===== src/rtl/bsc_pkg.sv =====
package bsc_pkg;

    typedef enum logic [2:0] {
        PM_BOOT_LISTEN,
        PM_LISTEN,
        PM_NORMAL,
        PM_SLEEP,
        PM_WAKE
    } pm_state_e;

    typedef struct packed {
        logic any;
        logic by_bus;
    } wake_ev_t;

    function automatic logic pin_wakes(input logic edge_seen, input logic enabled);
        return edge_seen & enabled;
    endfunction

endpackage


===== src/rtl/bsc_idle_timer.sv =====
module bsc_idle_timer #(
    parameter int IDLE_BITS = 1408
) (
    input  logic clk,
    input  logic rst,
    input  logic run,
    input  logic bit_tick,
    input  logic bus_active,
    output logic expire
);
    localparam int CW = $clog2(IDLE_BITS + 1);
    localparam logic [CW-1:0] LAST = CW'(IDLE_BITS - 1);

    logic [CW-1:0] cnt;

    always_ff @(posedge clk) begin
        if (rst || !run || bus_active)
            cnt <= '0;
        else if (bit_tick && cnt != CW'(IDLE_BITS))
            cnt <= cnt + 1'b1;
    end

    assign expire = run & bit_tick & ~bus_active & (cnt == LAST);

    // bus activity restarts the quiet count
    a_r3_restart: assert property (@(posedge clk) disable iff (rst)
        (run && bus_active) |=> (cnt == '0));

    // count never runs past the limit
    a_r2_bounded: assert property (@(posedge clk) disable iff (rst)
        cnt <= CW'(IDLE_BITS));

endmodule


===== src/rtl/bsc_wake_detect.sv =====
module bsc_wake_detect
    import bsc_pkg::*;
#(
    parameter int GPIO_W = 4
) (
    input  logic [GPIO_W-1:0] gpio_edge,
    input  logic [GPIO_W-1:0] gpio_ie,
    input  logic              ext_wake,
    input  logic              bus_active,
    output wake_ev_t          ev
);
    logic [GPIO_W-1:0] pin_hit;

    for (genvar i = 0; i < GPIO_W; i++) begin : g_pin
        assign pin_hit[i] = pin_wakes(gpio_edge[i], gpio_ie[i]);
    end

    always_comb begin
        ev.by_bus = bus_active;
        ev.any    = bus_active | ext_wake | (|pin_hit);
    end

endmodule


===== src/rtl/bus_sleep_ctrl.sv =====
module bus_sleep_ctrl
    import bsc_pkg::*;
#(
    parameter int IDLE_BITS = 1408,
    parameter int GPIO_W    = 4
) (
    input  logic              clk,
    input  logic              rst,
    input  logic              bit_tick,
    input  logic              bus_active,
    input  logic              sleep_en,
    input  logic              pu_sleep_en,
    input  logic [GPIO_W-1:0] gpio_edge,
    input  logic [GPIO_W-1:0] gpio_ie,
    input  logic              ext_wake,
    input  logic              msg_valid,
    input  logic              ost_done,
    output logic              sleeping,
    output logic              periph_gate,
    output logic              ost_req,
    output logic              rx_suppress,
    output logic              op_normal
);
    pm_state_e state, state_nx;
    wake_ev_t  wev;
    logic      expire;
    logic      pu_path;
    logic      msg_ok;

    bsc_idle_timer #(.IDLE_BITS(IDLE_BITS)) u_timer (
        .clk        (clk),
        .rst        (rst),
        .run        (state == PM_NORMAL && sleep_en),
        .bit_tick   (bit_tick),
        .bus_active (bus_active),
        .expire     (expire)
    );

    bsc_wake_detect #(.GPIO_W(GPIO_W)) u_wake (
        .gpio_edge  (gpio_edge),
        .gpio_ie    (gpio_ie),
        .ext_wake   (ext_wake),
        .bus_active (bus_active),
        .ev         (wev)
    );

    assign msg_ok = msg_valid & ~rx_suppress;

    always_comb begin
        state_nx = state;
        unique case (state)
            PM_BOOT_LISTEN: state_nx = bus_active ? PM_LISTEN : PM_SLEEP;
            PM_LISTEN:      if (msg_ok) state_nx = PM_NORMAL;
            PM_NORMAL:      if (expire) state_nx = PM_SLEEP;
            PM_SLEEP:       if (wev.any) state_nx = PM_WAKE;
            PM_WAKE:        if (ost_done) state_nx = pu_path ? PM_LISTEN : PM_NORMAL;
            default:        state_nx = PM_NORMAL;
        endcase
    end

    always_ff @(posedge clk) begin
        if (rst) begin
            state       <= pu_sleep_en ? PM_BOOT_LISTEN : PM_NORMAL;
            pu_path     <= 1'b0;
            ost_req     <= 1'b0;
            rx_suppress <= 1'b0;
        end else begin
            state   <= state_nx;
            ost_req <= (state == PM_SLEEP) && wev.any;
            if (state == PM_BOOT_LISTEN && !bus_active)
                pu_path <= 1'b1;
            else if (state_nx == PM_NORMAL)
                pu_path <= 1'b0;
            if (state == PM_SLEEP && wev.by_bus)
                rx_suppress <= 1'b1;
            else if (!bus_active)
                rx_suppress <= 1'b0;
        end
    end

    assign sleeping    = (state == PM_SLEEP);
    assign periph_gate = (state == PM_SLEEP) || (state == PM_WAKE);
    assign op_normal   = (state == PM_NORMAL);

    // start-up request lasts one cycle
    a_r6_ost_single: assert property (@(posedge clk) disable iff (rst)
        ost_req |=> !ost_req);

    // a detected wake event leaves sleep and requests start-up
    a_r5_wake_reacts: assert property (@(posedge clk) disable iff (rst)
        (state == PM_SLEEP && wev.any) |=> (state == PM_WAKE && ost_req));

    // waking holds until start-up done
    a_r6_hold_wake: assert property (@(posedge clk) disable iff (rst)
        (state == PM_WAKE && !ost_done) |=> (state == PM_WAKE));

    // listen-only exits only on an accepted message
    a_r7_listen_gate: assert property (@(posedge clk) disable iff (rst)
        (state == PM_LISTEN && !(msg_valid && !rx_suppress)) |=> (state != PM_NORMAL));

    // suppression only comes from bus activity
    a_r8_sup_source: assert property (@(posedge clk) disable iff (rst)
        $rose(rx_suppress) |-> $past(bus_active));

endmodule


===== config.mk =====
export PLATFORM = sky130hd
export DESIGN_NAME = bus_sleep_ctrl
export DESIGN_NICKNAME = d
export VERILOG_FILES = /design/src/rtl/bsc_pkg.sv /design/src/rtl/bsc_idle_timer.sv /design/src/rtl/bsc_wake_detect.sv /design/src/rtl/bus_sleep_ctrl.sv
export SDC_FILE = /design/constraint.sdc
export NUM_CORES = 1
export LEC_CHECK = 0
export BUFFER_PORTS_ARGS = -buffer_cell sky130_fd_sc_hd__buf_2
export CORE_MARGIN = 5
export CORE_UTILIZATION = 30
export CTS_BUF_LIST = sky130_fd_sc_hd__clkbuf_8 sky130_fd_sc_hd__clkbuf_16
export CTS_CLUSTER_DIAMETER = 80
export DETAILED_ROUTE_END_ITERATION = 10
export HOLD_SLACK_MARGIN = 0.12
export SYNTH_ARGS = -nofsm -noshare
export SYNTH_HDL_FRONTEND = slang
export SYNTH_SLANG_ARGS = --single-unit

===== constraint.sdc =====
create_clock -name clk -period 1.7 [get_ports clk]
set_input_delay 0.085 -clock clk [delete_from_list [all_inputs] [get_ports clk]]
set_output_delay 0.085 -clock clk [all_outputs]
set_load 0.05 [all_outputs]

; ---- Yosys cells after proc, flatten, opt, wreduce, memory -nomap -nowiden
; Cells that the tools add are included.
[classes]
n_addsub = 1
n_mul = 0
div = 0
order_cmp = 0
n_eq_ne = 8
shift = 0
mux = 13
bitwise_logic = 12
n_reduce_logical = 13
[op_table]
columns = operator, count
row1 = two-way mux 3 bit, 5
row2 = case mux 3 bit (5 select lines), 1
row3 = adder 11 x 1 -> 11 bit (second input constant), 1
row4 = equality test 11 bit (second input constant), 1
row5 = != test 11 bit (second input constant), 1
row6 = equality test 3 x 2 -> 1 bit (second input constant), 3
row7 = bitwise AND 1 bit, 8
row8 = two-way mux 2 bit, 3
row9 = logical AND 1 bit, 5
row10 = two-way mux 1 bit, 4
row11 = OR reduction 4 bit, 1
row12 = equality test 3 x 1 -> 1 bit (second input constant), 1
row13 = equality test 3 bit (second input constant), 1
row14 = logical NOT 3 bit, 1
row15 = logical OR 1 bit, 3
row16 = logical NOT 1 bit, 2
row17 = != test 2 x 1 -> 1 bit (second input constant), 1
row18 = NOT 1 bit, 2
row19 = OR 1 bit, 2
row20 = nonzero test 2 bit, 1
[word_totals]
register_bits = 17
latch_bits = 0
ram_bits = 0
romBits = 0
input_bits = 17
output_inout_bits = 5
wordCells = 52
mem_count = 0

; ---- Longest topological paths before layout
; Gate-level depths: netlist of the first run.
[logic_depth]
depth_word = 10
depth_mapped = 6
depth_no_buf = 6

; ---- Cells and area by module
; From an unflattened synthesis of the first run, not the netlist that was laid out.
[hier_totals]
cells_unflattened = 118
hier_area_um2 = 1002.2
[by_module_without_submodules]
columns = module, instances, cells_each, area_each_um2, seq_area_each_um2
row1 = bsc_idle_timer, 1, 72, 621.8, 220.2
row2 = bus_sleep_ctrl, 1, 42, 351.6, 120.1
row3 = bsc_wake_detect, 1, 4, 28.8, 0.0

; ---- Least setup slack after synthesis of the first run
; OpenSTA, ideal clock, no wires.
[synth_path]
path_kind = register -> register
from = register state[1]
to = register u_timer.cnt[9]
setup_ns = 0.071
t_arrival_ns = 2.280
required_ns = 1.629
setup_slack_ns = -0.651
path_stages_with_launch = 6
n_path_buf = 1
period_less_slack_ns = 2.351
cell_sequence = dfxtp_1 -> nor3b_1 -> and3b_1 -> nand2b_1 -> clkbuf_1 -> a21oi_1
[synth_via]
elab_chain_cells = 5
[synth_rtl]
columns = element, line
row1 = from (decl), bus_sleep_ctrl.sv:24  ; pm_state_e state, state_nx;
row2 = from (signal assigned), bus_sleep_ctrl.sv:63  ; state <= pu_sleep_en ? PM_BOOT_LISTEN : PM_NORMAL;
row3 = from (signal assigned), bus_sleep_ctrl.sv:68  ; state <= state_nx;
row4 = equality test 3 x 2 -> 1 bit, n/a
row5 = named net op_normal, bus_sleep_ctrl.sv:22  ; output logic op_normal
row6 = logical AND 1 bit, bus_sleep_ctrl.sv:33  ; .run (state == PM_NORMAL && sleep_en),
row7 = logical NOT 1 bit, bsc_idle_timer.sv:17  ; if (rst || !run || bus_active)
row8 = logical OR 1 bit (2 in series), bsc_idle_timer.sv:17
row9 = to (signal assigned), bsc_idle_timer.sv:20  ; cnt <= cnt + 1'b1;
row10 = to (decl), bsc_idle_timer.sv:14  ; logic [CW-1:0] cnt;
; The timed path passes the listed nets, and every way through them passes these cells.
; A chain may end at the register's enable or synchronous reset.

; ---- Worst setup path in the final report of the first run
[layout_path]
from = register u_timer.cnt[0]
to = register u_timer.cnt[1]
[layout_via]
elab_chain_cells = 2
word_cells_on_any_way = 3
cone_classes = add/sub (1) / eq/ne (1) / reduce/logical (1)
[layout_rtl]
columns = element
row1 = branches (longest 2 deep; another with adder 11 x 1 -> 11 bit)
; Parallel ways; which one is timed is not known.

==> flow_metrics.env, run 1 <==
export IMPL_switching_share_pct=26.53
export IMPL_areaGrowthSynthToFinish_pct=32.36
export IMPL_postRouteAntennaNets=0
export IMPL_route_detailed_drc=0
export IMPL_final_setup_worst_slack_ns=0.01284
export IMPL_htree_levels=1
export IMPL_setup_tns_ns=0
export IMPL_path_delay_family="simple AND/OR/NAND/NOR gates"
export IMPL_synth_fp_nets=123
export IMPL_first_global_vias=827
export IMPL_worstSetupStartpoint="u_timer.cnt[0]"
export IMPL_slowest_stage="or4b_4"
export IMPL_io_pins=22
export IMPL_period_needed_ns=1.687
export IMPL_die_x_um=64.80
export IMPL_clock_sinks=17
export IMPL_drv_slew=0
export IMPL_die_y_um=64.80
export IMPL_mostFrequentLayoutCells="21 x buf_2, 19 x nor2_1, 15 x dfxtp_1"
export IMPL_ys_warnings_count=0
export IMPL_clk_insertion_delay_late_ns=0.25
export IMPL_post_place_ws_ns=0.004142
export IMPL_clock_skew_ns=0.001709
export IMPL_synth_ff_type="dfxtp_1"
export IMPL_yosysSeqAreaShare_pct=37.78
export IMPL_slew_headroom_pct=69.34
export IMPL_path_max_fanout=6
export IMPL_holdPathStages=2
export IMPL_setup_viol=0
export IMPL_synth_async_sr_flop_share_pct=0
export IMPL_synth_cells=104
export IMPL_fmax_mhz=592.7
export IMPL_slowest_delay_ns=0.48
export IMPL_fin_crit_sh_pct=99.24
export IMPL_core_rowCount=19
export IMPL_mostFrequentLayoutCell="buf_2"
export IMPL_portBuffers=21
export IMPL_grt_setup_unrepaired="true"
export IMPL_rr_worst_depth=6
export IMPL_avgSynthCellArea_um2=8.662
export IMPL_seqPwrFrac_pct=49.4
export IMPL_grt_ovfl_total=0
export IMPL_pwr_share_comb_pct=16.4
export IMPL_p_sw_mw=0.2264
export IMPL_outcome="completed"
export IMPL_grt_pass1_wl_um=3601
export IMPL_synth_edf_count=0
export IMPL_critical_path_class="register to register"
export IMPL_cp_cell_sequence="inv_2 -> ha_1 -> or4b_4 -> o31ai_4 -> mux2i_1 -> nor2_1"
export IMPL_nFillCells=287
export IMPL_ys_types=35
export IMPL_grt_max_degree=12
export IMPL_yosys_area_top_type="dfxtp_1"
export IMPL_hpwl_um=1626
export IMPL_critPathRequiredTime_ns=1.83
export IMPL_cap_violations=0
export IMPL_max_slew_worst_pin_slew_ns=0.4600
export IMPL_antenna_found_initial=0
export IMPL_grt_usage_pct=10.80
export IMPL_cts_tree="yes"
export IMPL_drtIter0Drc=28
export IMPL_place_gp_congestion=0.8014
export IMPL_cts_root_buffer="clkbuf_8"
export IMPL_p_int_mw=0.6269
export IMPL_ys_ff_latch=17
export IMPL_hp_class="primary input to register"
export IMPL_drive_gt1_share_pct=32.61
export IMPL_cts_buffers=3
export IMPL_initial_utilization_pct=31.84
export IMPL_worstPathArrival_ns=1.81
export IMPL_synth_area_um2=900.9
export IMPL_leakagePower_nw=0.4636
export IMPL_cp_depth=6
export IMPL_cp_end_kind="register"
export IMPL_die_area_um2=4199
export IMPL_synth_area_top_cells="dfxtp_1 38%, nor2_1 7.9%, xnor2_1 4.9%, or4b_4 3.1%, nand2_1 2.9%"
export IMPL_clk_pin_slew_worst_paths_ns=0.06
export IMPL_synth_top_area_share_pct=37.78
export IMPL_whs_ns=0.1389
export IMPL_finalHoldViolCount=0
export IMPL_clockPowerShare_pct=34.3
export IMPL_ir_worst_vdd_v=0.0004510
export IMPL_firstDrtPassIters=4
export IMPL_drt_vias_per_instance=5.089
export IMPL_wl_um=2162
export IMPL_crit_buf_inv=1
export IMPL_core_area_um2=2829
export IMPL_clockBufferDepth=2
export IMPL_powerDensity_nw_per_um2=715.6
export IMPL_wl_per_cell_um=12.79
export IMPL_finalNetCount=158
export IMPL_hp_start="bus_active"
export IMPL_start_kind="register"
export IMPL_antenna_cells=0
export IMPL_route_vias_total=860
export IMPL_r2r_start="u_timer.cnt[0]"
## state kept, by name, indices dropped and copies added, names as in the netlist
name,flops
rx_suppress,1
u_timer.cnt,11
ost_req,1
state,3
pu_path,1
## power groups by stage
stage	logic [mW]	clock network (mW)	registers [mW]
5_1_grt	0.154	0.332	0.423
3_3_place_gp	0.134	0	0.430
6_report	0.140	0.292	0.421
3_5_place_dp	0.137	0	0.430
2_1_floorplan	0.0908	0	0.433
4_1_cts	0.141	0.313	0.421
## repair_timing
action                     CTS  global route
buffers inserted             0             1
hold buffers                 2             0
setup endpoints to repair    1             7
pin swaps                    0             3
hold endpoints to repair     6             0
resized for setup            0             4
## final timing paths
kind	end	slack [ns]
setup / recovery	u_timer.cnt[1]	0.01
hold / removal	rx_suppress	0.14
setup reg to reg	u_timer.cnt[1]	0.01
hold reg to reg	rx_suppress	0.53
## routing by layer
layer | up-vias | global-route usage, % | routed length (um)
met5 | - | 0 | 0
met4 | 0 | 3.958 | 15
met3 | 2 | 4.836 | 202
met2 | 23 | 17.62 | 1037
met1 | 394 | 12.45 | 907
li1 | 441 | - | -
## through the flow
| stage | area, um2 | total power, mW | utilization (%) | std cells |
|---|---|---|---|---|
| after floorplan | 913.4 | 0.5240 | - | 104 |
| after global placement | 1112 | 0.5642 | 39.32 | 162 |
| after detailed placement | 1112 | 0.5667 | 39.32 | 162 |
| after CTS | 1177 | 0.8749 | 41.62 | 168 |
| after global routing | 1192 | 0.9098 | 42.15 | 169 |
| final | 1192 | 0.8533 | 42.15 | 169 |
## layout make-up
cell class	count	area [um2]	area share, %
Multi-Input combinational cell	80	550.5	46.17
Sequential cell	17	342.8	28.75
Timing Repair Buffer	33	200.2	16.79
Clock buffer	3	41.29	3.463
Tap cell	31	38.79	3.253
Inverter	4	15.01	1.259
Clock inverter	1	3.754	0.3148
## cell families (layout without fill, tap and decap cells)
family                   after synthesis  after routing  share of synthesized area [%]
AO/OA/AOI/OAI                         18             18                          15.69
XOR/XNOR                               8              8                          7.778
buffers and inverters                  7             41                          2.916
flip-flops                            17             17                          37.78
multiplexers                           1              1                          1.111
adder cells (fa/ha/maj)                2              2                          2.777
AND/OR/NAND/NOR                       51             51                          31.95
## Yosys cell counts (2+ instances only)
cell	number
dfxtp_1	17
xor2_1	3
or4b_4	2
nor2_1	19
nor3_1	3
clkbuf_1	3
a21oi_1	4
nand4_1	3
nand2_1	7
xnor2_1	5
or3b_2	2
inv_1	4
ha_1	2
nand3_1	2
a211oi_1	3
nor3b_1	2
nand2b_1	2
a22oi_1	2
and3b_1	3
Power figures use the tool's default switching activity.
==> run 2, diff against run 1 <==
- CELL_PAD_IN_SITES_DETAIL_PLACEMENT: not set -> 0
- CELL_PAD_IN_SITES_GLOBAL_PLACEMENT: not set -> 2
- CORE_UTILIZATION: 30 -> 27
- PLACE_DENSITY_LB_ADDON: not set -> 0.1
==> run 2 against run 1 <==
Sequential power barely moved. Clock power barely moved. Worst setup slack improved by 0.0027 ns. Sequential cell count stayed put. Via count fell by 2.3%. Critical path type unchanged.
==> flow_metrics.env, run 2 (same netlist as run 1, synthesis figures left out) <==
export IMPL_drtIter0Drc=51
export IMPL_postRouteAntennaNets=0
export IMPL_largest_registers="u_timer.cnt: 11 flops, state: 3 flops"
export IMPL_grt_pass1_wl_um=3622
export IMPL_cap_violations=0
export IMPL_mostFrequentLayoutCell="buf_2"
export IMPL_powerDensity_nw_per_um2=683.1
export IMPL_grt_max_degree=12
export IMPL_route_detailed_drc=0
export IMPL_grt_usage_pct=10.48
export IMPL_nFillCells=351
export IMPL_ir_worst_vdd_v=0.0002725
export IMPL_cts_tree="yes"
export IMPL_first_global_vias=843
export IMPL_antenna_cells=0
export IMPL_holdPathStages=2
export IMPL_max_slew_worst_pin_slew_ns=0.4787
export IMPL_clk_pin_slew_worst_paths_ns=0.07
export IMPL_hp_start="bus_active"
export IMPL_start_kind="register"
export IMPL_core_rowCount=21
export IMPL_p_sw_mw=0.2263
export IMPL_rr_endpoint="u_timer.cnt[7]"
export IMPL_path_max_fanout=5
export IMPL_setup_viol=0
export IMPL_critPathRequiredTime_ns=1.81
export IMPL_cp_end_kind="register"
export IMPL_drive_gt1_share_pct=36.62
export IMPL_p_int_mw=0.6335
export IMPL_fin_crit_sh_pct=99.09
export IMPL_hp_class="primary input to register"
export IMPL_core_area_um2=3284
export IMPL_outcome="completed"
export IMPL_pwr_share_comb_pct=16.9
export IMPL_r2r_start="u_timer.cnt[1]"
export IMPL_largest_register_ffs=11
export IMPL_switching_share_pct=26.32
export IMPL_cts_buffers=3
export IMPL_grt_ovfl_total=0
export IMPL_worstHoldEndpoint="rx_suppress"
export IMPL_cts_root_buffer="clkbuf_8"
export IMPL_route_vias_total=840
export IMPL_hpwl_um=1744
export IMPL_initial_utilization_pct=27.43
export IMPL_leakagePower_nw=0.4848
export IMPL_io_pins=22
export IMPL_mostFrequentLayoutCells="21 x buf_2, 19 x nor2_1, 15 x dfxtp_1"
export IMPL_portBuffers=21
export IMPL_wl_per_cell_um=11.45
export IMPL_wl_um=2152
export IMPL_rr_worst_depth=7
export IMPL_critical_path_class="register to register"
export IMPL_die_x_um=67.76
export IMPL_setup_tns_ns=0
export IMPL_firstDrtPassIters=4
export IMPL_regMostFlops="u_timer.cnt"
export IMPL_seqPwrFrac_pct=49.0
export IMPL_htree_levels=1
export IMPL_clock_skew_ns=0.006697
export IMPL_slew_headroom_pct=68.08
export IMPL_drt_vias_per_instance=4.468
export IMPL_drv_slew=0
export IMPL_r2r_slack_ns=0.02
export IMPL_clockPowerShare_pct=34.1
export IMPL_worstPathArrival_ns=1.80
export IMPL_finalNetCount=162
export IMPL_die_area_um2=4591
export IMPL_grt_setup_unrepaired="true"
export IMPL_period_needed_ns=1.684
export IMPL_place_gp_congestion=0.7994
export IMPL_fmax_mhz=593.7
export IMPL_die_y_um=67.76
export IMPL_clockBufferDepth=2
export IMPL_antenna_found_initial=0
export IMPL_finalPower_mw=0.8598
export IMPL_clock_sinks=17
export IMPL_whs_ns=0.1467
export IMPL_areaGrowthSynthToFinish_pct=39.72
export IMPL_finalHoldViolCount=0
export IMPL_clk_insertion_delay_late_ns=0.25
run 2: power by group through the flow:
stage                     logic [mW]  registers [mW]  clock network [mW]
after floorplan               0.0908           0.433                   0
after global placement         0.140           0.430                   0
after detailed placement       0.140           0.430                   0
after CTS                      0.144           0.421               0.318
after global routing           0.160           0.423               0.338
final                          0.145           0.421               0.293
run 2: worst max-delay path by stage:
stage	from	end	slack [ns]
6_report	u_timer.cnt[1]	u_timer.cnt[7]	0.02
5_1_grt	u_timer.cnt[0]	u_timer.cnt[7]	-0.09
4_1_cts	u_timer.cnt[0]	u_timer.cnt[1]	-0.003
3_5_place_dp	u_timer.cnt[0]	u_timer.cnt[1]	0.02
3_3_place_gp	u_timer.cnt[0]	u_timer.cnt[1]	0.04
2_1_floorplan	u_timer.cnt[0]	u_timer.cnt[1]	0.05
run 2: what timing repair did:
item / 4_1_cts / 5_1_grt
setup endpoints to repair: 1 / 7
pin swaps: 0 / 5
resized for setup: 0 / 8
hold endpoints to repair: 6 / 0
buffers inserted: 0 / 2
hold buffers: 2 / 0
run 2: metal layers:
metal | track usage, % | share of wire, % | vias up
met5 | 0 | 0 | -
met4 | 4.557 | 0.74 | 0
met3 | 2.496 | 7.0 | 2
met2 | 18.35 | 46 | 19
met1 | 11.98 | 46 | 369
li1 | - | - | 450
run 2: worst max-delay path, cell delays in order (launching register included):
cell and delay, ns:
dfxtp_1 0.32, inv_2 0.07, ha_4 0.11, or4b_4 0.47, o31ai_4 0.27, buf_6 0.15, nand3b_1 0.10, a21oi_1 0.06
run 2: stage by stage:
| stage | instance area [um2] | utilization, % | std cells | setup WS [ns] |
|---|---|---|---|---|
| 2_1_floorplan | 913.4 | - | 104 | 0.05411 |
| 3_3_place_gp | 1154 | 35.12 | 180 | 0.03850 |
| 5_1_grt | 1259 | 38.32 | 188 | -0.09106 |
| 3_5_place_dp | 1154 | 35.12 | 180 | 0.01682 |
| 4_1_cts | 1220 | 37.14 | 186 | -0.002994 |
| 6_report | 1259 | 38.32 | 188 | 0.01551 |
run 2: area by class of cell:
type	count	area (um2)	area share, %
repair buffers	37	234.0	18.59
well taps	46	57.56	4.573
flip-flops and latches	17	342.8	27.24
clock inverters	1	5.005	0.3976
clock buffers	3	41.29	3.280
multi-input cells	80	563.0	44.73
inverters	4	15.01	1.193
==> run 3, diff against run 2 <==
- CORE_UTILIZATION: 27 -> 31
- CTS_BUF_LIST: sky130_fd_sc_hd__clkbuf_8 sky130_fd_sc_hd__clkbuf_16 -> sky130_fd_sc_hd__clkbuf_4 sky130_fd_sc_hd__clkbuf_8
- clock period: 1.7 -> 1.9 ns (I/O delays scaled with it)
==> run 3 against run 2 <==
First-iteration DRC count fell by 67%. Design area decreased by 9.4%. Cell count decreased by 13%. Register-to-register slack better by 0.09 ns. Critical endpoint is now state[1]. Sequential cell count unchanged. Count of clock-buffer cells in the layout is 1 higher. Sequential power down 10%. Sequential share of layout area is 3.1 points higher. Utilization increased by 2.7 points. Via count shrank 0.71%. Fmax fell by 6.0%.
==> flow_metrics.env, run 3 (same netlist as run 1, synthesis figures left out) <==
export IMPL_powerDensity_nw_per_um2=623.9
export IMPL_cp_depth=5
export IMPL_cp_cell_sequence="or3b_2 -> a22oi_2 -> o22ai_1 -> a22oi_1 -> dlygate4sd3_1"
export IMPL_postRouteAntennaNets=0
export IMPL_outcome="completed"
export IMPL_cts_buffers=3
export IMPL_hpwl_um=1581
export IMPL_first_global_vias=744
export IMPL_rr_worst_depth=5
export IMPL_io_pins=22
export IMPL_start_kind="register"
export IMPL_holdPathStages=4
export IMPL_drive_gt1_share_pct=31.06
export IMPL_met3_usage_pct=3.853
export IMPL_clk_pin_slew_worst_paths_ns=0.10
export IMPL_hp_start="ost_done"
export IMPL_die_area_um2=4084
export IMPL_place_gp_congestion=0.7601
export IMPL_largest_register_ffs=11
export IMPL_period_needed_ns=1.792
export IMPL_path_delay_family="buffers and inverters"
export IMPL_fmax_mhz=557.9
export IMPL_grt_setup_unrepaired="false"
export IMPL_grt_pass1_wl_um=3477
export IMPL_r2r_start="state[1]"
export IMPL_critPathRequiredTime_ns=2.13
export IMPL_setup_tns_ns=0
export IMPL_clock_sinks=17
export IMPL_finalPower_mw=0.7112
export IMPL_grt_usage_pct=10.26
export IMPL_mostFrequentLayoutCell="buf_2"
export IMPL_leakagePower_nw=0.4218
export IMPL_finalHoldViolCount=0
export IMPL_mostFrequentLayoutCells="21 x buf_2, 19 x nor2_1, 13 x dfxtp_1"
export IMPL_die_y_um=63.91
export IMPL_clk_insertion_delay_late_ns=0.28
export IMPL_portBuffers=21
export IMPL_drtIter0Drc=17
export IMPL_critical_path_class="register to register"
export IMPL_die_x_um=63.91
export IMPL_drv_slew=0
export IMPL_ir_worst_vdd_v=0.0005080
export IMPL_largest_registers="u_timer.cnt: 11 flops, state: 3 flops"
export IMPL_fin_crit_sh_pct=94.33
export IMPL_grt_max_degree=12
export IMPL_setup_viol=0
export IMPL_finalNetCount=152
export IMPL_core_rowCount=19
export IMPL_initial_utilization_pct=32.39
export IMPL_slowest_delay_ns=0.56
export IMPL_met1_usage_pct=15.34
export IMPL_grt_use_met2_pct=14.45
export IMPL_regMostFlops="u_timer.cnt"
export IMPL_antenna_cells=0
export IMPL_firstDrtPassIters=4
export IMPL_core_area_um2=2781
export IMPL_cts_root_buffer="clkbuf_4"
export IMPL_slew_headroom_pct=69.17
export IMPL_max_slew_worst_pin_slew_ns=0.4625
export IMPL_htree_levels=1
export IMPL_drt_vias_per_instance=5.117
export IMPL_grt_ovfl_total=0
export IMPL_crit_buf_inv=1
export IMPL_worstSetupStartpoint="state[1]"
export IMPL_path_max_fanout=7
export IMPL_hp_class="primary input to register"
export IMPL_wl_um=2037
export IMPL_cp_end_kind="register"
export IMPL_worstPathArrival_ns=2.02
export IMPL_areaGrowthSynthToFinish_pct=26.53
export IMPL_clock_skew_ns=0.001901
export IMPL_wl_per_cell_um=12.50
export IMPL_clockBufferDepth=2
export IMPL_slowest_stage="dlygate4sd3_1"
export IMPL_route_vias_total=834
export IMPL_antenna_found_initial=0
export IMPL_route_detailed_drc=0
export IMPL_top_usage_layer="met1"
export IMPL_cts_tree="yes"
export IMPL_cap_violations=0
export IMPL_cts_setup_buffers=0
## run 3: what timing repair did
item,4_1_cts,5_1_grt
hold buffers,4,0
endpoints found under the hold margin,6,0
gates resized for setup,0,7
setup endpoints to repair,0,1
## run 3: through the flow
step | instance area, um2 | instances | setup WS [ns] | hold WS (ns) | utilization (%)
after floorplan | 905.9 | 104 | 0.1048 | 0.2085 | -
after global placement | 1054 | 155 | 0.1815 | 0.3054 | 37.88
after detailed placement | 1054 | 155 | 0.1588 | 0.3103 | 37.88
after CTS | 1124 | 163 | 0.03337 | 0.1241 | 40.40
after global routing | 1140 | 163 | 0.01545 | 0.1616 | 40.98
final | 1140 | 163 | 0.1077 | 0.1305 | 40.98
## run 3: cell type report
type	instances	area, um2
repair buffers	27	160.2
well taps	31	38.79
fillers	295	1642
multi-input cells	80	550.5
clock buffers	4	30.03
flip-flops and latches	17	345.3
inverters	4	15.01
## run 3: path summary, 6_finish.rpt
path,endpoint,slack [ns]
worst max-delay path,state[1],0.11
worst max register to register,state[1],0.11
worst min-delay path,state[2],0.13
worst min register to register,rx_suppress,0.51
## run 3: worst min-delay path, cell delays in order
cell	delay [ns]
buf_2	0.10
nor2_1	0.05
a21oi_1	0.10
nor2_1	0.04
## run 3: power by group
group	internal (mW)	switching (mW)
sequential	0.366	0.0121
clock	0.0958	0.109
combinational	0.0544	0.0738
total	0.516	0.195
## run 3: layer usage
| layer | routed length [um] | vias to the layer above |
|---|---|---|
| met2 | 832 | 17 |
| met4 | 0 | 0 |
| li1 | - | 431 |
| met5 | 0 | - |
| met1 | 1109 | 386 |
| met3 | 95 | 0 |
